### config.mk
export PLATFORM = sky130hd
export DESIGN_NAME = bus_trap_unit
export DESIGN_NICKNAME = d
export VERILOG_FILES = /design/src/rtl/trap_pkg.sv /design/src/rtl/trap_match.sv /design/src/rtl/trap_regs.sv /design/src/rtl/trap_status.sv /design/src/rtl/bus_trap_unit.sv
export SDC_FILE = /design/constraint.sdc
export NUM_CORES = 1
export LEC_CHECK = 0
export BUFFER_PORTS_ARGS = -buffer_cell sky130_fd_sc_hd__buf_4
export CAP_MARGIN = 20
export CORE_ASPECT_RATIO = 0.75
export CORE_MARGIN = 1
export CORE_UTILIZATION = 44
export DETAILED_ROUTE_END_ITERATION = 6
export PLACE_DENSITY = 0.57
export REMOVE_ABC_BUFFERS = 1
export SYNTH_ARGS = -nofsm -noshare
export SYNTH_HDL_FRONTEND = slang
export SYNTH_SLANG_ARGS = --single-unit
### constraint.sdc
create_clock -name clk -period 5.9 [get_ports clk]
set_clock_uncertainty 0.2 [all_clocks]
set_input_delay 0.885 -clock clk [delete_from_list [all_inputs] [get_ports clk]]
set_output_delay 0.885 -clock clk [all_outputs]
set_load 0.01 [all_outputs]
### src/rtl/trap_pkg.sv
package trap_pkg;

    parameter int TRAP_AW = 32;
    parameter int NUM_RNG = 4;
    parameter int NUM_FIX = 2;

    localparam int NUM_TRAP  = NUM_RNG + NUM_FIX;
    localparam int REG_AW    = 4;
    localparam int RIDX_W    = (NUM_RNG > 1) ? $clog2(NUM_RNG) : 1;
    localparam int REG_MASK0 = NUM_RNG;
    localparam int REG_CTRL  = 2 * NUM_RNG;
    localparam int REG_STS   = REG_CTRL + 1;
    localparam int REG_ACPI  = REG_CTRL + 2;
    localparam int REG_SMI   = REG_CTRL + 3;

    typedef logic [TRAP_AW-1:0]  taddr_t;
    typedef logic [NUM_TRAP-1:0] tvec_t;

    typedef struct packed {
        logic   valid;
        logic   is_io;
        taddr_t addr;
    } txn_t;

    typedef struct packed {
        taddr_t base;
        taddr_t mask;
        logic   en;
        logic   is_io;
    } rng_cfg_t;

    typedef enum logic [2:0] {
        RK_NONE,
        RK_BASE,
        RK_MASK,
        RK_CTRL,
        RK_STS,
        RK_ACPI,
        RK_SMI
    } reg_kind_t;

    function automatic reg_kind_t decode_kind(input logic [REG_AW-1:0] a);
        int unsigned ai;
        ai = int'(a);
        if (ai < NUM_RNG)              return RK_BASE;
        else if (ai < 2 * NUM_RNG)     return RK_MASK;
        else if (ai == REG_CTRL)       return RK_CTRL;
        else if (ai == REG_STS)        return RK_STS;
        else if (ai == REG_ACPI)       return RK_ACPI;
        else if (ai == REG_SMI)        return RK_SMI;
        else                           return RK_NONE;
    endfunction

    function automatic logic window_hit(input txn_t t, input rng_cfg_t c);
        return t.valid && c.en && (t.is_io == c.is_io)
               && ((t.addr & ~c.mask) == c.base);
    endfunction

    function automatic logic port_hit(input txn_t t, input taddr_t port);
        return t.valid && t.is_io && (t.addr == port);
    endfunction

endpackage

### src/rtl/trap_match.sv
module trap_match
    import trap_pkg::*;
#(
    parameter logic [NUM_FIX-1:0][TRAP_AW-1:0] FIX_ADDRS = {32'h0000_0064, 32'h0000_0060}
) (
    input  logic                     clk,
    input  logic                     rst,
    input  txn_t                     txn,
    input  rng_cfg_t [NUM_RNG-1:0]   rng_cfg,
    output tvec_t                    hit
);

    for (genvar gi = 0; gi < NUM_RNG; gi++) begin : g_win
        assign hit[gi] = window_hit(txn, rng_cfg[gi]);

        AST_WIN_OFF_QUIET: assert property (@(posedge clk) disable iff (rst)
            !rng_cfg[gi].en |-> !hit[gi]);
        AST_WIN_SPACE: assert property (@(posedge clk) disable iff (rst)
            hit[gi] |-> (txn.is_io == rng_cfg[gi].is_io));
    end

    for (genvar gf = 0; gf < NUM_FIX; gf++) begin : g_fix
        assign hit[NUM_RNG + gf] = port_hit(txn, FIX_ADDRS[gf]);
    end

    AST_IDLE_NO_HIT: assert property (@(posedge clk) disable iff (rst)
        !txn.valid |-> (hit == '0));
    AST_FIX_IO_ONLY: assert property (@(posedge clk) disable iff (rst)
        (txn.valid && !txn.is_io) |-> (hit[NUM_TRAP-1:NUM_RNG] == '0));

endmodule

### src/rtl/trap_regs.sv
module trap_regs
    import trap_pkg::*;
(
    input  logic                    clk,
    input  logic                    rst,
    input  logic                    cfg_we,
    input  logic [REG_AW-1:0]       cfg_addr,
    input  taddr_t                  cfg_wdata,
    input  tvec_t                   sts,
    output taddr_t                  cfg_rdata,
    output rng_cfg_t [NUM_RNG-1:0]  rng_cfg,
    output tvec_t                   acpi_en,
    output tvec_t                   smi_en,
    output tvec_t                   sts_clr
);

    reg_kind_t            kind;
    logic [REG_AW-1:0]    off;
    logic [RIDX_W-1:0]    ridx;

    always_comb begin
        kind = decode_kind(cfg_addr);
        off  = (kind == RK_MASK) ? (cfg_addr - REG_AW'(REG_MASK0)) : cfg_addr;
        ridx = off[RIDX_W-1:0];
    end

    always_ff @(posedge clk) begin
        if (rst) begin
            rng_cfg <= '0;
            acpi_en <= '0;
            smi_en  <= '0;
        end else if (cfg_we) begin
            for (int i = 0; i < NUM_RNG; i++) begin
                if (kind == RK_BASE && int'(ridx) == i) rng_cfg[i].base <= cfg_wdata;
                if (kind == RK_MASK && int'(ridx) == i) rng_cfg[i].mask <= cfg_wdata;
                if (kind == RK_CTRL) begin
                    rng_cfg[i].en    <= cfg_wdata[i];
                    rng_cfg[i].is_io <= cfg_wdata[NUM_RNG + i];
                end
            end
            if (kind == RK_ACPI) acpi_en <= cfg_wdata[NUM_TRAP-1:0];
            if (kind == RK_SMI)  smi_en  <= cfg_wdata[NUM_TRAP-1:0];
        end
    end

    assign sts_clr = (cfg_we && kind == RK_STS) ? cfg_wdata[NUM_TRAP-1:0] : '0;

    always_comb begin
        cfg_rdata = '0;
        unique case (kind)
            RK_BASE: cfg_rdata = rng_cfg[ridx].base;
            RK_MASK: cfg_rdata = rng_cfg[ridx].mask;
            RK_CTRL: begin
                for (int i = 0; i < NUM_RNG; i++) begin
                    cfg_rdata[i]           = rng_cfg[i].en;
                    cfg_rdata[NUM_RNG + i] = rng_cfg[i].is_io;
                end
            end
            RK_STS:  cfg_rdata[NUM_TRAP-1:0] = sts;
            RK_ACPI: cfg_rdata[NUM_TRAP-1:0] = acpi_en;
            RK_SMI:  cfg_rdata[NUM_TRAP-1:0] = smi_en;
            default: cfg_rdata = '0;
        endcase
    end

    AST_CLR_ONLY_ON_WRITE: assert property (@(posedge clk) disable iff (rst)
        !cfg_we |-> (sts_clr == '0));

endmodule

### src/rtl/trap_status.sv
module trap_status
    import trap_pkg::*;
(
    input  logic  clk,
    input  logic  rst,
    input  tvec_t hit,
    input  tvec_t clr,
    input  tvec_t acpi_en,
    input  tvec_t smi_en,
    output tvec_t sts,
    output logic  acpi_irq,
    output logic  smi_irq
);

    tvec_t sts_q;

    always_ff @(posedge clk) begin
        if (rst) sts_q <= '0;
        else     sts_q <= (sts_q & ~clr) | hit;
    end

    assign sts      = sts_q;
    assign acpi_irq = |(sts_q & acpi_en);
    assign smi_irq  = |(sts_q & smi_en);

    AST_HIT_SETS: assert property (@(posedge clk) disable iff (rst)
        (hit != '0) |=> ((sts_q & $past(hit)) == $past(hit)));
    AST_STICKY: assert property (@(posedge clk) disable iff (rst)
        (clr == '0) |=> ((sts_q & $past(sts_q)) == $past(sts_q)));
    AST_CLR_TAKES: assert property (@(posedge clk) disable iff (rst)
        ((clr & ~hit) != '0) |=> ((sts_q & $past(clr & ~hit)) == '0));

endmodule

### src/rtl/bus_trap_unit.sv
module bus_trap_unit
    import trap_pkg::*;
#(
    parameter logic [NUM_FIX-1:0][TRAP_AW-1:0] FIX_ADDRS = {32'h0000_0064, 32'h0000_0060}
) (
    input  logic               clk,
    input  logic               rst,
    input  logic               txn_valid,
    input  logic [TRAP_AW-1:0] txn_addr,
    input  logic               txn_is_io,
    input  logic               cfg_we,
    input  logic [REG_AW-1:0]  cfg_addr,
    input  logic [TRAP_AW-1:0] cfg_wdata,
    output logic [TRAP_AW-1:0] cfg_rdata,
    output logic               acpi_irq,
    output logic               smi_irq
);

    txn_t                   txn;
    rng_cfg_t [NUM_RNG-1:0] rng_cfg;
    tvec_t                  hit;
    tvec_t                  sts;
    tvec_t                  sts_clr;
    tvec_t                  acpi_en;
    tvec_t                  smi_en;

    assign txn = '{valid: txn_valid, is_io: txn_is_io, addr: txn_addr};

    trap_regs u_regs (
        .clk       (clk),
        .rst       (rst),
        .cfg_we    (cfg_we),
        .cfg_addr  (cfg_addr),
        .cfg_wdata (cfg_wdata),
        .sts       (sts),
        .cfg_rdata (cfg_rdata),
        .rng_cfg   (rng_cfg),
        .acpi_en   (acpi_en),
        .smi_en    (smi_en),
        .sts_clr   (sts_clr)
    );

    trap_match #(.FIX_ADDRS(FIX_ADDRS)) u_match (
        .clk     (clk),
        .rst     (rst),
        .txn     (txn),
        .rng_cfg (rng_cfg),
        .hit     (hit)
    );

    trap_status u_status (
        .clk      (clk),
        .rst      (rst),
        .hit      (hit),
        .clr      (sts_clr),
        .acpi_en  (acpi_en),
        .smi_en   (smi_en),
        .sts      (sts),
        .acpi_irq (acpi_irq),
        .smi_irq  (smi_irq)
    );

    AST_IRQ_NEEDS_STS: assert property (@(posedge clk) disable iff (rst)
        (acpi_irq || smi_irq) |-> (sts != '0));
    AST_IDLE_STS_HOLD: assert property (@(posedge clk) disable iff (rst)
        (!txn_valid && !cfg_we) |=> $stable(sts));

endmodule

---- Word level (Yosys, flattened, before mapping) ----
Index checks and enable logic that the tools add are counted.
storage, ports and cells
  ROM bits ................................ 0
  latch bits .............................. 0
  RAM bits ................................ 0
  bits in registers ....................... 282
  input port bits ......................... 73
  output and inout port bits .............. 34
  memories kept ........................... 0
cells by class
  divide/modulo/power cells ............... 0
  mux-type cells .......................... 13
  $lt $le $gt $ge ......................... 3
  multipliers ............................. 0
  shifts and indexed selects .............. 0
  reduce and logical (&&, ||, !) cells .... 38
  bitwise gates (word level) .............. 13
  equality and inequality tests ........... 23
  add/subtract/negate cells ............... 1
operators with widths
  cell                                                number
  binary-select mux 66 bit (select 2 bit)             1
  bitwise AND 32 bit                                  4
  == test 32 bit                                      4
  inverter 32 bit                                     4
  two-way mux 66 bit                                  1
  == test 32 x 7 -> 1 bit, second input constant      2
  case mux 24 bit (2 select lines)                    1
  case mux 6 bit (6 select lines)                     1
  logical AND 1 bit                                   24
  AND reduction 2 bit                                 11
  bitwise AND 6 bit                                   3
  two-way mux 3 bit                                   6
  == test 4 bit, second input constant                4
  OR reduction 6 bit                                  2
  == test 3 bit, second input constant                3
  == test 3 x 2 -> 1 bit, second input constant       2
  two-way mux 6 bit                                   1
  inverter 6 bit                                      1
  OR 6 bit                                            1
  case mux 2 bit (3 select lines)                     1
  == test 1 bit                                       4
  == test 2 bit, second input constant                2
  < comparator 4 x 3 -> 1 bit, second input constant  1
  < comparator 4 bit, second input constant           1
  other kinds (6)                                     6

---- Depth between registers and ports, before layout ----
  depth in word-level cells ............... 13
  depth in mapped cells ................... 7

---- By module ----
From an unflattened synthesis, not the netlist that was laid out.
unflattened totals
  cell total of the unflattened synthesis .. 1842
  area total of the unflattened synthesis .. 15443.6 um2
by module, submodules not included
  module       cells each  instances  area each (um2)
  trap_regs    1486        1          12826.1
  trap_match   324         1          2352.3
  trap_status  32          1          265.3

---- Least setup slack after synthesis ----
No wires, ideal clock.
  kind .................................... input to output
  start ................................... input port cfg_addr[0]
  end ..................................... output port cfg_rdata[12]
  data required time ...................... 4.815 ns
  data arrival time ....................... 2.111 ns
  cell stages on the path ................. 6
  setup slack ............................. 2.704 ns
  cells stage by stage .................... buf_2 > buf_4 > buf_6 > mux4_2 > mux2i_1 > nor2_1
on the way
  longest elaborated chain between the ends .. 12
RTL lines
  element                                   RTL line                          RTL
  from (decl)                               bus_trap_unit.sv:12               input logic [REG_AW-1:0] cfg_addr,
  == test 4 bit                             trap_pkg.sv:50                    else if (ai == REG_SMI) return RK_SMI;
  two-way mux 3 bit                         trap_pkg.sv:50
  two-way mux 3 bit                         trap_pkg.sv:49                    else if (ai == REG_ACPI) return RK_ACPI;
  two-way mux 3 bit                         trap_pkg.sv:48                    else if (ai == REG_STS) return RK_STS;
  two-way mux 3 bit                         trap_pkg.sv:47                    else if (ai == REG_CTRL) return RK_CTRL;
  two-way mux 3 bit                         trap_pkg.sv:46                    else if (ai < 2 * NUM_RNG) return RK_MASK;
  two-way mux 3 bit                         trap_pkg.sv:45                    if (ai < NUM_RNG) return RK_BASE;
  == test 3 x 2 -> 1 bit                    trap_regs.sv:23, trap_regs.sv:50
  two-way mux 2 bit                         trap_regs.sv:23                   off = (kind == RK_MASK) ? (cfg_addr - REG_AW'(REG_MASK0)) : cfg_addr;
  binary-select mux 66 bit (select 2 bit)   trap_regs.sv:51, trap_regs.sv:52
  two-way mux 66 bit (not written as such)  trap_regs.sv:51                   RK_BASE: cfg_rdata = rng_cfg[ridx].base;
  case mux 24 bit (2 select lines) *        trap_regs.sv:50                   unique case (kind)
  to (decl)                                 bus_trap_unit.sv:14               output logic [TRAP_AW-1:0] cfg_rdata,
Mark *: on every way between the ends. The rest lies on a longest branch, timed or not. The select of a mux whose other input is x is not followed.

---- Final worst setup path ----
  start ................................... input port cfg_addr[0]
  end ..................................... output port cfg_rdata[17]
The elaborated chain is that of the path after synthesis.

==> impl_metrics.toml <==
[clocking]
cts_tree = "yes"
cts_buffers = 30
clockBufferDepth = 3
cts_resized = 0
cts-hold-fix-buffers = 0
htreeDepth = 1
clock_latency_ns = 0.58
cts_setup_buffers = 0
cts_root_buffer = "clkbuf_16"
path_clk_slew_ns = 0.06
cts.sinks = 282

[worst_setup_path]
critPathKind = "primary input to output port"
slowest_stage = "buf_4"
critPathLaunchType = "primary input"
critPathMaxFanout = 45
max_stage_delay_ns = 0.67
cp.arrival_ns = 3.11
end_kind = "output port"
crit_top_cell = "buf_4"
cp.required_ns = 4.82
crit_chain = "buf_4, buf_4, mux4_2, mux2i_1, nor2_1, buf_4"

[synth]
synth_top_flop_cell = "dfxtp_1"
syn_area_sq_um = 14500
synth-seq-area-share_pct = 38.9
avgSynthCellArea_sq_um = 8.22
synthesis.instances = 1765
netlist.area_leader.share_pct = 38.9
synth-seq-cells = 282
async_flop_share_pct = 0
synth_area_leader_cell = "dfxtp_1"
synthTopCellsByArea = "dfxtp_1, nand2_1, mux4_2"
yosys_warnings = 0
synth_cell_types = 30
synth_edf_count = 0

[sta]
setup_violations = 0
timing.fmax_mhz = 238
final.period_utilization_pct = 71.1
worst_pin_slew_ns = 1.09
hold_viol_final = 0
drv_slew = 0
relSlewSlack_pct = 27.1
setup_slack_ns = 1.71
finalCriticalPeriod_ns = 4.19
hold_ws_ns = 0.270
rsz0062_at_grt = "false"
fin_setup_tns_ns = 0

[route]
drtIter0Drc = 1476
totalWireLength_mm = 52.8
vias_per_cell = 5.75
wl_per_cell_um = 23.5
drtAntennaViolNets = 0
vias = 12900
drt-pass1-iter-count = 5
drc_errors = 0

[pwr]
ir_worst_vdd_v = 0.000192
p_leak_uw = 0.00542
p_total_uw = 4220
powerDensity_nw_per_um2 = 257

[grt]
grt_start_max_net_pins = 107
grt_antenna_before_repair = 2
grt_pass1_wl_mm = 78.4
grt-ovfl-total = 0
grt_pass1_vias = 12000
grt_usage_pct = 31.2

[cells_and_area]
syn_to_final_growth_pct = 13.0
fillers = 3138
drive_above_1_share_pct = 14.2
diodes = 0
nets = 1858

[die]
initial_core_util_pct = 44.7
die_h_um = 159
die_w_um = 212
die-area_sq_um = 33700
ios = 107
fp.coreArea_sq_um = 32400
core.rowCount = 57

[place]
dpl.hpwl_mm = 34.1
place_congestion = 0.928
io_buffers = 106
preCtsSetupSlack_ns = 1.65

[status]
outcome = "finished clean"

[hold_path]
hold_class = "flip-flop to flip-flop"

[flow_run]
maxCapViolCount = 0
[state kept, by name (all words and copies together), names as in the netlist]
name,flops
u_regs.smi_en,6
u_status.sts,6
u_regs.rng_cfg,264
u_regs.acpi_en,6
[final timing paths]
| kind | start | endpoint | slack, ns | cells past startpoint |
|---|---|---|---|---|
| setup reg to reg | u_regs.rng_cfg[94] | u_status.sts[1] | 3.77 | 5 |
| hold reg to reg | u_regs.rng_cfg[226] | u_regs.rng_cfg[226] | 0.27 | 2 |
| setup / recovery | cfg_addr[0] | cfg_rdata[17] | 1.71 | 6 |
| hold / removal | u_regs.rng_cfg[226] | u_regs.rng_cfg[226] | 0.27 | 2 |
[area by class of cell]
cell class              count  area [sq um]  area share, %
multi-input cells        1342          8270           50.5
flip-flops and latches    282          5650           34.4
repair buffers            129           995           6.07
clock buffers              50           897           5.47
well taps                 442           553           3.37
clock inverters             6          30.0          0.183
[cells in the mapped netlist, types with 15 or more instances]
| cell | n |
|---|---|
| a21oi_1 | 273 |
| buf_2 | 70 |
| clkbuf_1 | 61 |
| dfxtp_1 | 282 |
| mux2i_1 | 40 |
| mux4_2 | 70 |
| nand2_1 | 539 |
| nand3_1 | 15 |
| nand4_1 | 29 |
| nor2_1 | 41 |
| nor2b_1 | 128 |
| o21ai_0 | 20 |
| xnor2_1 | 132 |
[power breakdown]
group	internal [uW]	total [uW]	switching [uW]
logic	160	436	276
registers	1930	1950	21.1
clock network	1030	1830	805
total	3120	4220	1100
[per-stage QoR]
stage	area (sq um)	util [%]	instances
detailed placement	15400	47.6	2194
floorplan	13900	-	1624
global placement	15400	47.6	2194
CTS	16400	50.4	2250
finish	16400	50.5	2251
global route	16400	50.5	2251
[per-layer routing]
layer  GRT usage, %  wire, um  part of all wire (%)  up-vias
li1               -         -                     -     5942
met5              0        12                 0.023        -
met3           6.65      5010                   9.5       76
met2           47.1     23600                    45      573
met4           7.35      1230                   2.3        2
met1           45.5     23000                    44     6344
[layout by cell type (no fill, tap or decap), types with 10 or more instances in the layout]
cell type,Yosys,layout
a21oi_1,273,273
nor2_1,41,38
nand2_1,539,539
nor3_1,10,10
mux2i_1,40,40
clkbuf_16,0,31
xnor2_1,132,132
buf_4,3,127
mux4_2,70,70
nand3_1,15,14
clkbuf_1,61,14
nand2b_1,10,10
nand4_1,29,29
o21ai_0,20,20
dfxtp_1,282,282
nor2b_1,128,128
[worst max-delay path, delay by kind of cell]
kind | cells | cell delay [ns]
AND/OR/NAND/NOR | 1 | 0.10
buffers and inverters | 3 | 1.38
multiplexers | 2 | 0.71
[logic make-up after synthesis]
family | share of synthesized area, %
buffers and inverters | 4.43
XOR/XNOR | 7.97
AND/OR/NAND/NOR | 24.4
multiplexers | 13.6
AO/OA/AOI/OAI | 10.7
flip-flops | 38.9
No activity file was read; power rests on OpenSTA's default activity.
